==> src/rtl/etr_cond_pkg.sv <==
package etr_cond_pkg;
  localparam int FILT_CODE_W = 4;
  localparam int FILT_LEN_W  = 4;
  localparam int FILT_RATE_W = 3;

  // consecutive samples required per filter code
  function automatic logic [FILT_LEN_W-1:0] filt_len(input logic [FILT_CODE_W-1:0] c);
    case (c)
      4'd0:                      filt_len = 4'd1;
      4'd1:                      filt_len = 4'd2;
      4'd2:                      filt_len = 4'd4;
      4'd10, 4'd13:              filt_len = 4'd5;
      4'd4, 4'd6, 4'd8,
      4'd11, 4'd14:              filt_len = 4'd6;
      default:                   filt_len = 4'd8;
    endcase
  endfunction

  // log2 of dead-time tick divider, 0 = kernel clock
  function automatic logic [FILT_RATE_W-1:0] filt_rate(input logic [FILT_CODE_W-1:0] c);
    case (c)
      4'd4, 4'd5:                filt_rate = 3'd1;
      4'd6, 4'd7:                filt_rate = 3'd2;
      4'd8, 4'd9:                filt_rate = 3'd3;
      4'd10, 4'd11, 4'd12:       filt_rate = 3'd4;
      4'd13, 4'd14, 4'd15:       filt_rate = 3'd5;
      default:                   filt_rate = 3'd0;
    endcase
  endfunction
endpackage

==> src/rtl/etr_cond_front.sv <==
module etr_cond_front #(
  parameter int SYNC_STAGES = 2
) (
  input  logic clk_i,
  input  logic rst_ni,
  input  logic pin_i,
  input  logic pol_inv_i,
  output logic sig_o
);
  logic [SYNC_STAGES-1:0] sync_q;

  always_ff @(posedge clk_i or negedge rst_ni) begin
    if (!rst_ni) sync_q <= '0;
    else         sync_q <= {sync_q[SYNC_STAGES-2:0], pin_i};
  end

  assign sig_o = sync_q[SYNC_STAGES-1] ^ pol_inv_i;
endmodule

==> src/rtl/etr_cond_prescaler.sv <==
module etr_cond_prescaler #(
  parameter int CODE_W = 2
) (
  input  logic              clk_i,
  input  logic              rst_ni,
  input  logic [CODE_W-1:0] code_i,
  input  logic              sig_i,
  output logic              sig_o
);
  localparam int CNT_W = (1 << CODE_W) - 2;

  logic             prev_q, armed_q, tgl_q, rise;
  logic [CNT_W-1:0] cnt_q;
  logic [CNT_W:0]   limit;

  // armed_q masks the edge a reset-time polarity flip would fake
  assign rise = armed_q & sig_i & ~prev_q;

  always_comb begin
    limit = '0;
    if (code_i != '0) limit = ((CNT_W+1)'(1) << (code_i - CODE_W'(1))) - (CNT_W+1)'(1);
  end

  always_ff @(posedge clk_i or negedge rst_ni) begin
    if (!rst_ni) begin
      prev_q  <= 1'b0;
      armed_q <= 1'b0;
      tgl_q   <= 1'b0;
      cnt_q   <= '0;
    end else begin
      prev_q  <= sig_i;
      armed_q <= 1'b1;
      if (code_i == '0) begin
        cnt_q <= '0;
      end else if (rise) begin
        if (cnt_q == limit[CNT_W-1:0]) begin
          cnt_q <= '0;
          tgl_q <= ~tgl_q;
        end else begin
          cnt_q <= cnt_q + CNT_W'(1);
        end
      end
    end
  end

  assign sig_o = (code_i == '0) ? sig_i : tgl_q;

  assert_toggle_on_edge_R3: assert property (@(posedge clk_i) disable iff (!rst_ni)
    (code_i != '0 && !rise) |=> $stable(tgl_q));
endmodule

==> src/rtl/etr_cond_sampler.sv <==
module etr_cond_sampler #(
  parameter int RATE_W = 3,
  parameter int DIV_W  = 5
) (
  input  logic              clk_i,
  input  logic              rst_ni,
  input  logic              dts_tick_i,
  input  logic [RATE_W-1:0] rate_i,
  output logic              sample_en_o
);
  logic [DIV_W-1:0] div_q, mask;

  always_ff @(posedge clk_i or negedge rst_ni) begin
    if (!rst_ni)         div_q <= '0;
    else if (dts_tick_i) div_q <= div_q + DIV_W'(1);
  end

  assign mask        = (DIV_W'(1) << rate_i) - DIV_W'(1);
  assign sample_en_o = (rate_i == '0) ? 1'b1 : (dts_tick_i && ((div_q & mask) == mask));

  assert_no_tick_no_sample_R8: assert property (@(posedge clk_i) disable iff (!rst_ni)
    (rate_i != '0 && !dts_tick_i) |-> !sample_en_o);
endmodule

==> src/rtl/etr_cond_filter.sv <==
module etr_cond_filter #(
  parameter int LEN_W = 4,
  parameter int CNT_W = 3
) (
  input  logic             clk_i,
  input  logic             rst_ni,
  input  logic             sample_en_i,
  input  logic             sig_i,
  input  logic [LEN_W-1:0] len_i,
  output logic             sig_o
);
  logic             out_q;
  logic [CNT_W-1:0] cnt_q;

  always_ff @(posedge clk_i or negedge rst_ni) begin
    if (!rst_ni) begin
      out_q <= 1'b0;
      cnt_q <= '0;
    end else if (sample_en_i) begin
      if (sig_i == out_q) begin
        cnt_q <= '0;
      end else if (cnt_q == CNT_W'(len_i - LEN_W'(1))) begin
        out_q <= sig_i;
        cnt_q <= '0;
      end else begin
        cnt_q <= cnt_q + CNT_W'(1);
      end
    end
  end

  assign sig_o = out_q;

  assert_change_on_sample_R9: assert property (@(posedge clk_i) disable iff (!rst_ni)
    !$stable(out_q) |-> $past(sample_en_i));
  assert_change_to_sample_R9: assert property (@(posedge clk_i) disable iff (!rst_ni)
    !$stable(out_q) |-> (out_q == $past(sig_i)));
  assert_restart_run_R7: assert property (@(posedge clk_i) disable iff (!rst_ni)
    (sample_en_i && sig_i == out_q) |=> (cnt_q == '0));
endmodule

==> src/rtl/etr_cond_top.sv <==
module etr_cond_top #(
  parameter int PSC_W  = 2,
  parameter int FILT_W = etr_cond_pkg::FILT_CODE_W
) (
  input  logic              clk_i,
  input  logic              rst_ni,
  input  logic              pin_i,
  input  logic              dts_tick_i,
  input  logic              pol_inv_i,
  input  logic [PSC_W-1:0]  psc_code_i,
  input  logic [FILT_W-1:0] filt_code_i,
  output logic              trig_o
);
  import etr_cond_pkg::*;

  logic                   pol_sig, psc_sig, samp_en;
  logic [FILT_LEN_W-1:0]  flen;
  logic [FILT_RATE_W-1:0] frate;

  assign flen  = filt_len(filt_code_i);
  assign frate = filt_rate(filt_code_i);

  etr_cond_front #(.SYNC_STAGES(2)) u_front (
    .clk_i, .rst_ni, .pin_i, .pol_inv_i, .sig_o(pol_sig)
  );

  etr_cond_prescaler #(.CODE_W(PSC_W)) u_psc (
    .clk_i, .rst_ni, .code_i(psc_code_i), .sig_i(pol_sig), .sig_o(psc_sig)
  );

  etr_cond_sampler #(.RATE_W(FILT_RATE_W), .DIV_W(5)) u_samp (
    .clk_i, .rst_ni, .dts_tick_i, .rate_i(frate), .sample_en_o(samp_en)
  );

  etr_cond_filter #(.LEN_W(FILT_LEN_W), .CNT_W(3)) u_filt (
    .clk_i, .rst_ni, .sample_en_i(samp_en), .sig_i(psc_sig), .len_i(flen), .sig_o(trig_o)
  );
endmodule

==> config.mk <==
export PLATFORM = sky130hd
export DESIGN_NAME = etr_cond_top
export DESIGN_NICKNAME = d
export VERILOG_FILES = /design/src/rtl/etr_cond_pkg.sv /design/src/rtl/etr_cond_front.sv /design/src/rtl/etr_cond_prescaler.sv /design/src/rtl/etr_cond_sampler.sv /design/src/rtl/etr_cond_filter.sv /design/src/rtl/etr_cond_top.sv
export SDC_FILE = /design/constraint.sdc
export NUM_CORES = 1
export LEC_CHECK = 0
export BUFFER_PORTS_ARGS = -buffer_cell sky130_fd_sc_hd__buf_2
export CORE_MARGIN = 2
export CORE_UTILIZATION = 55
export CTS_CLUSTER_SIZE = 16
export DETAILED_ROUTE_END_ITERATION = 8
export PLACE_DENSITY = 0.76
export SYNTH_ARGS = -nofsm -noshare
export SYNTH_HDL_FRONTEND = slang
export SYNTH_SLANG_ARGS = --single-unit
==> constraint.sdc <==
create_clock -name clk_i -period 2.3 [get_ports clk_i]
set_clock_uncertainty 0.05 [all_clocks]
set_input_delay 0.345 -clock clk_i [delete_from_list [all_inputs] [get_ports clk_i]]
set_output_delay 0.345 -clock clk_i [all_outputs]
set_load 0.01 [all_outputs]
Word level (Yosys, flattened, before mapping)
Memories as Yosys holds them, arrays and structs flattened.
Cells that the tools add are included.
{ "totals": {"ff_bits": 16, "output_inout_bits": 1, "romBits": 112, "latchBits": 0, "memories": 2, "ramBits": 0, "word_cells": 46} }
{ "op_classes": {"n_reduce_logical": 7, "n_bitwise": 8, "n_mul": 0, "n_div": 0, "n_eq_ne": 4, "muxes": 8, "n_shift": 2, "n_addsub": 7, "n_lt_le_gt_ge": 0} }
{ "mem_list": {"columns": ["name", "words", "word_bits", "rd", "rd_clocked_by_memory_dff", "wr", "line", "text"], "rows": [
  ["(no name shown)", 16, 4, 1, 0, 0, "etr_cond_pkg.sv:8", "case (c)"],
  ["(no name shown)", 16, 3, 1, 0, 0, "etr_cond_pkg.sv:21", "case (c)"]
]} }
{ "op_table": {"columns": ["op", "n"], "rows": [
  ["two-way mux 2 bit", 4],
  ["two-way mux 3 bit", 2],
  ["AND reduction 3 bit", 2],
  ["adder 5 x 1 -> 5 bit (second input constant)", 1],
  ["bitwise AND 5 bit", 1],
  ["equality test 5 bit", 1],
  ["<< shifter 1 x 3 -> 5 bit (first input constant)", 1],
  ["subtractor 5 x 2 -> 5 bit (second input constant)", 1],
  ["inverter 1 bit", 4],
  ["nonzero test 2 bit", 2],
  ["adder 3 x 1 -> 3 bit (second input constant)", 1],
  ["equality test 3 bit", 1],
  ["zero test 3 bit", 1],
  ["subtractor 3 x 1 -> 3 bit (second input constant)", 1],
  ["adder 2 x 1 -> 2 bit (second input constant)", 1],
  ["bitwise AND 1 bit", 2],
  ["equality test 2 bit", 1],
  ["zero test 2 bit", 1],
  ["two-way mux 1 bit", 2],
  ["<< shifter 1 x 2 -> 2 bit (first input constant)", 1],
  ["subtractor 2 x 1 -> 2 bit (second input constant)", 1],
  ["subtractor 2 bit (second input constant)", 1],
  ["equality test 1 bit", 1],
  ["logical AND 1 bit", 1],
  ["XOR 1 bit", 1]
]} }

Depth between registers and ports, before layout
{ "depth": {"depth_word": 8, "ltp_mapped": 11, "ltp_nobuf": 11} }

Cells and area by module
Synthesis repeated with hierarchy kept, for this count alone.
{ "hier_totals": {"hier_cells": 101, "hier_area_um2": 1122.3} }
{ "modules_own_cells": {"columns": ["mod", "instances", "seq_area_each_um2", "area_per_inst_um2", "cells_per_inst"], "rows": [
  ["etr_cond_sampler", 1, 125.1, 310.3, 29],
  ["etr_cond_filter", 1, 100.1, 266.5, 24],
  ["etr_cond_prescaler", 1, 125.1, 254.0, 22],
  ["etr_cond_top", 1, 0.0, 232.7, 23],
  ["etr_cond_front", 1, 50.0, 58.8, 3]
]} }

Least setup slack after synthesis
No wires, ideal clock.
{ "synth_timing": {"path_kind": "input -> register", "startpoint": "input filt_code_i[3]", "endpoint": "register u_filt.cnt_q[2]", "cell_stages": 9, "required_ns": 2.168, "arrival_ns": 1.968, "n_path_buf": 1, "path_slack_ns": 0.200, "cell_sequence": "clkbuf_1 or3_1 ha_1 o211ai_1 a31oi_1 o21ai_1 o21a_1 nand2b_1 o22ai_1"} }
{ "synth_via": {"elab_chain_len": 7, "word_cells_on_any_way": 13} }
{ "synth_rtl": {"columns": ["item", "line", "text"], "rows": [
  ["start, declared", "etr_cond_top.sv:11", "input logic [FILT_W-1:0] filt_code_i,"],
  ["memory read (16 x 3 bit)", null, null],
  ["<< shifter 1 x 3 -> 5 bit", "etr_cond_sampler.sv:18", "assign mask = (DIV_W'(1) << rate_i) - DIV_W'(1);"],
  ["subtractor 5 x 2 -> 5 bit", "etr_cond_sampler.sv:18", null],
  ["bitwise AND 5 bit", "etr_cond_sampler.sv:19", "assign sample_en_o = (rate_i == '0) ? 1'b1 : (dts_tick_i && ((div_q & mask) == mask));"],
  ["equality test 5 bit", "etr_cond_sampler.sv:19", null],
  ["logical AND 1 bit", "etr_cond_sampler.sv:19", null],
  ["two-way mux 1 bit", "etr_cond_sampler.sv:19", null],
  ["end signal, assigned", "etr_cond_filter.sv:26", "cnt_q <= cnt_q + CNT_W'(1);"],
  ["end, declared", "etr_cond_filter.sv:13", "logic [CNT_W-1:0] cnt_q;"]
]} }
Parallel ways exist; a longest one is shown, timed or not.
A chain may end at the register's enable or synchronous reset.

Worst setup path in the final report
{ "layout_timing": {"startpoint": "input filt_code_i[1]", "endpoint": "register u_filt.cnt_q[2]"} }
Same word-level chain as after synthesis.

==> run metrics <==
share of cells above drive strength 1 19.35%; Post-synth EDFFs 0; post-route minimum period 2.015 ns; total core area 1745 um2; area growth from synthesis to final layout 15.07%; switching fraction of total power 35.25%; startpoint type of the worst setup path primary input; leakage power of the design 0.5305 nW; std cell rows 15; detailed-route wire length 1.797 mm; Clock H-tree levels 1; destination of the worst register-to-register timing path u_filt.cnt_q[2]; Non-Filler Instances 149; number of CTS-inserted buffers 3; final count of pins violating max slew 0; vias in the first global route 744; maximum clock insertion buffer count 2; number of detailed-routing iterations run before antenna repair 2; total routing resource utilization after global routing 20.14%; final-layout fill cell count 158; starting density of the core 58.49%; clock network latency to the later pin of the worst-skew pair 0.29 ns; end point of the most critical hold path u_front.sync_q[0]; logic depth of the worst register-to-register path 6; overflow left after global routing 0; die height 47.09 um; share of the yosys chip area belonging to registers 39.22%; register bit count reported by yosys 16; DP Area 1129 um2; most used standard cell by instance count after synthesis dfrtp_1; initial detailed-routing violation count 7; internal power 0.0006566 W; number of buffers added on ports 11; largest cells by area after synthesis dfrtp_1 39%, ha_1 8.6%, xnor2_1 8.6%, a21oi_1 3.4%, xor2_1 3.4%; critical path peak fanout 7; wire per inst 12.06 um; total via count in the routed design 782; part of the total power dissipated in the clock network 18.4%; area enclosed by the die boundary 2217 um2; Routability Congestion 0.7827; Final Hold Viols 0; Pwr Density 863.1 nW/um2; net load switching power 0.0003574 W; setup slack, reg-to-reg 0.75 ns; proportion of synthesized flip-flops having asynchronous set or reset 100.0%; worst voltage drop across the vdd grid 0.0007336 V; I/O Pins 12; clock sink total 16; final net count 143; # resized after CTS 0; Combinational Power Share 34.9%; run status completed; primary flip-flop cell chosen by synthesis mapping dfrtp_1; required time at the endpoint of the critical path 2.47 ns; synthesized instance count 106; critical path class primary input to flip-flop; startpoint of the worst-slack reg-to-reg timing path u_front.sync_q[1]; half-perimeter wire length after placement 1.406 mm; final standard cell area without fillers 1175 um2; Sequential Area 400.4 um2; Tightest Hold Check Type primary input to flip-flop; startpoint of the most critical hold path pin_i; pin count of the biggest net entering global routing 17; post-route clock period utilization 87.60%; Mapped Area 1021 um2; clock slew at the register clock pins of the worst setup and hold paths 0.10 ns; post-route ant nets 0; die span in x 47.09 um; Flop pwr share 46.6%; dominant cell type by area after synthesis dfrtp_1; TritonCTS clock tree done; setup violators final 0; global-route wire length before repair 3.146 mm; final design utilization 67.31%; per-cell via count in the routed design 5.248; clock tree root buffer cell clkbuf_4; combined area of the multi-input logic cells 578.1 um2; Post-Place Cells 144; hold depth 1; Crit. End Element flip-flop; achievable clock frequency 496.3 MHz; # DRC 0; top cell types by occurrence after synthesis 16 x dfrtp_1, 10 x xnor2_1, 8 x inv_1, 8 x nand2_1; net count after synthesis 124; arrival time at the worst endpoint 2.18 ns; Mapped Avg Cell Area 9.632 um2; worst hold slack 0.1080 ns; Synthesis Warnings 0; antenna violations before repair 0; setup repair after global routing missed its margin no; fraction of synthesized cell area taken by the top area cell type 39.22%; Antenna Diode Count 0; maxcap violations 0; number of distinct standard cells referenced by the synthesized netlist 37
[layout make-up]
class                      instances  share of cell area [%]
inverter                           9                   2.875
clock buffer                       4                   3.088
multi-input combinational         79                   49.20
tap                               25                   2.662
sequential                        16                   34.08
timing repair buffer              16                   8.094
[state kept, by name, indices dropped and copies added (netlist names)]
register / count
u_psc.prev_q: 1
u_filt.sig_o: 1
u_psc.armed_q: 1
u_samp.div_q: 5
u_filt.cnt_q: 3
u_front.sync_q: 2
u_psc.tgl_q: 1
u_psc.cnt_q: 2
[how the worst max path moves through the flow]
stage / depth (start not counted) / endpoint / start
2_1_floorplan: 9 / u_filt.cnt_q[2] / filt_code_i[3]
3_3_place_gp: 12 / u_filt.cnt_q[2] / filt_code_i[1]
3_5_place_dp: 12 / u_filt.cnt_q[2] / filt_code_i[1]
4_1_cts: 12 / u_filt.cnt_q[2] / filt_code_i[1]
5_1_grt: 12 / u_filt.cnt_q[0] / filt_code_i[1]
6_report: 12 / u_filt.cnt_q[2] / filt_code_i[1]
[power groups by stage]
| stage | combinational [W] | sequential, W | clock, W |
|---|---|---|---|
| detailed placement | 0.000358 | 0.000478 | 0 |
| CTS | 0.000361 | 0.000473 | 0.000192 |
| global route | 0.000405 | 0.000487 | 0.000211 |
| global placement | 0.000342 | 0.000476 | 0 |
| floorplan | 0.000273 | 0.000460 | 0 |
| finish | 0.000354 | 0.000473 | 0.000187 |
[worst max-delay path, cell delays in order]
cell,delay [ns]
buf_2,0.13
inv_1,0.07
ha_1,0.20
mux2i_1,0.22
nor2b_1,0.08
nor2_1,0.11
ha_1,0.25
xnor2_1,0.14
a21oi_1,0.07
a31oi_1,0.27
nand2b_1,0.12
o22ai_1,0.17
[routing by layer]
| layer | vias to the layer above | routed length (um) | GRT usage [%] |
|---|---|---|---|
| met3 | 4 | 41 | 4.615 |
| met4 | 0 | 23 | 7.778 |
| met2 | 8 | 825 | 30.96 |
| li1 | 405 | - | - |
| met5 | - | 0 | 0 |
| met1 | 365 | 906 | 27.74 |
[timing repair]
item	CTS	global route
endpoints found under the hold margin	16	0
endpoints found under the setup margin	0	0
buffers inserted	0	0
hold buffers	1	0
[cells by family (layout without fill, tap and decap cells)]
group / Yosys count / count (layout) / share of synthesized area (%)
AOI/OAI and AO/OA: 23 / 23 / 13.36
xor gates and xnor gates: 14 / 14 / 12.01
adders and majority gates: 7 / 7 / 8.578
buffers and inverters: 11 / 29 / 4.166
DFF: 16 / 16 / 39.22
muxes: 5 / 5 / 6.372
other: 1 / 1 / 0.3673
and+or+nand+nor: 29 / 29 / 15.93
[cells in the final DEF, fill, tap and decap left out, types with 3 or more instances in the layout]
master	instances
dfrtp_1	16
buf_2	11
xnor2_1	10
inv_1	8
nand2_1	8
a21oi_1	7
ha_1	7
xor2_1	4
o21ai_0	4
buf_4	4
nor2_1	3
o21ai_1	3
clkbuf_4	3
[metrics by stage]
stage               TNS [ns]  power [W]  setup WS, ns
floorplan                  0  0.0007327        0.1998
global placement           0  0.0008175       0.04262
detailed placement  -0.02482  0.0008356      -0.02482
CTS                        0   0.001027        0.2747
global route               0   0.001103       0.08446
finish                     0   0.001014        0.2852
Power figures use the tool's default switching activity.
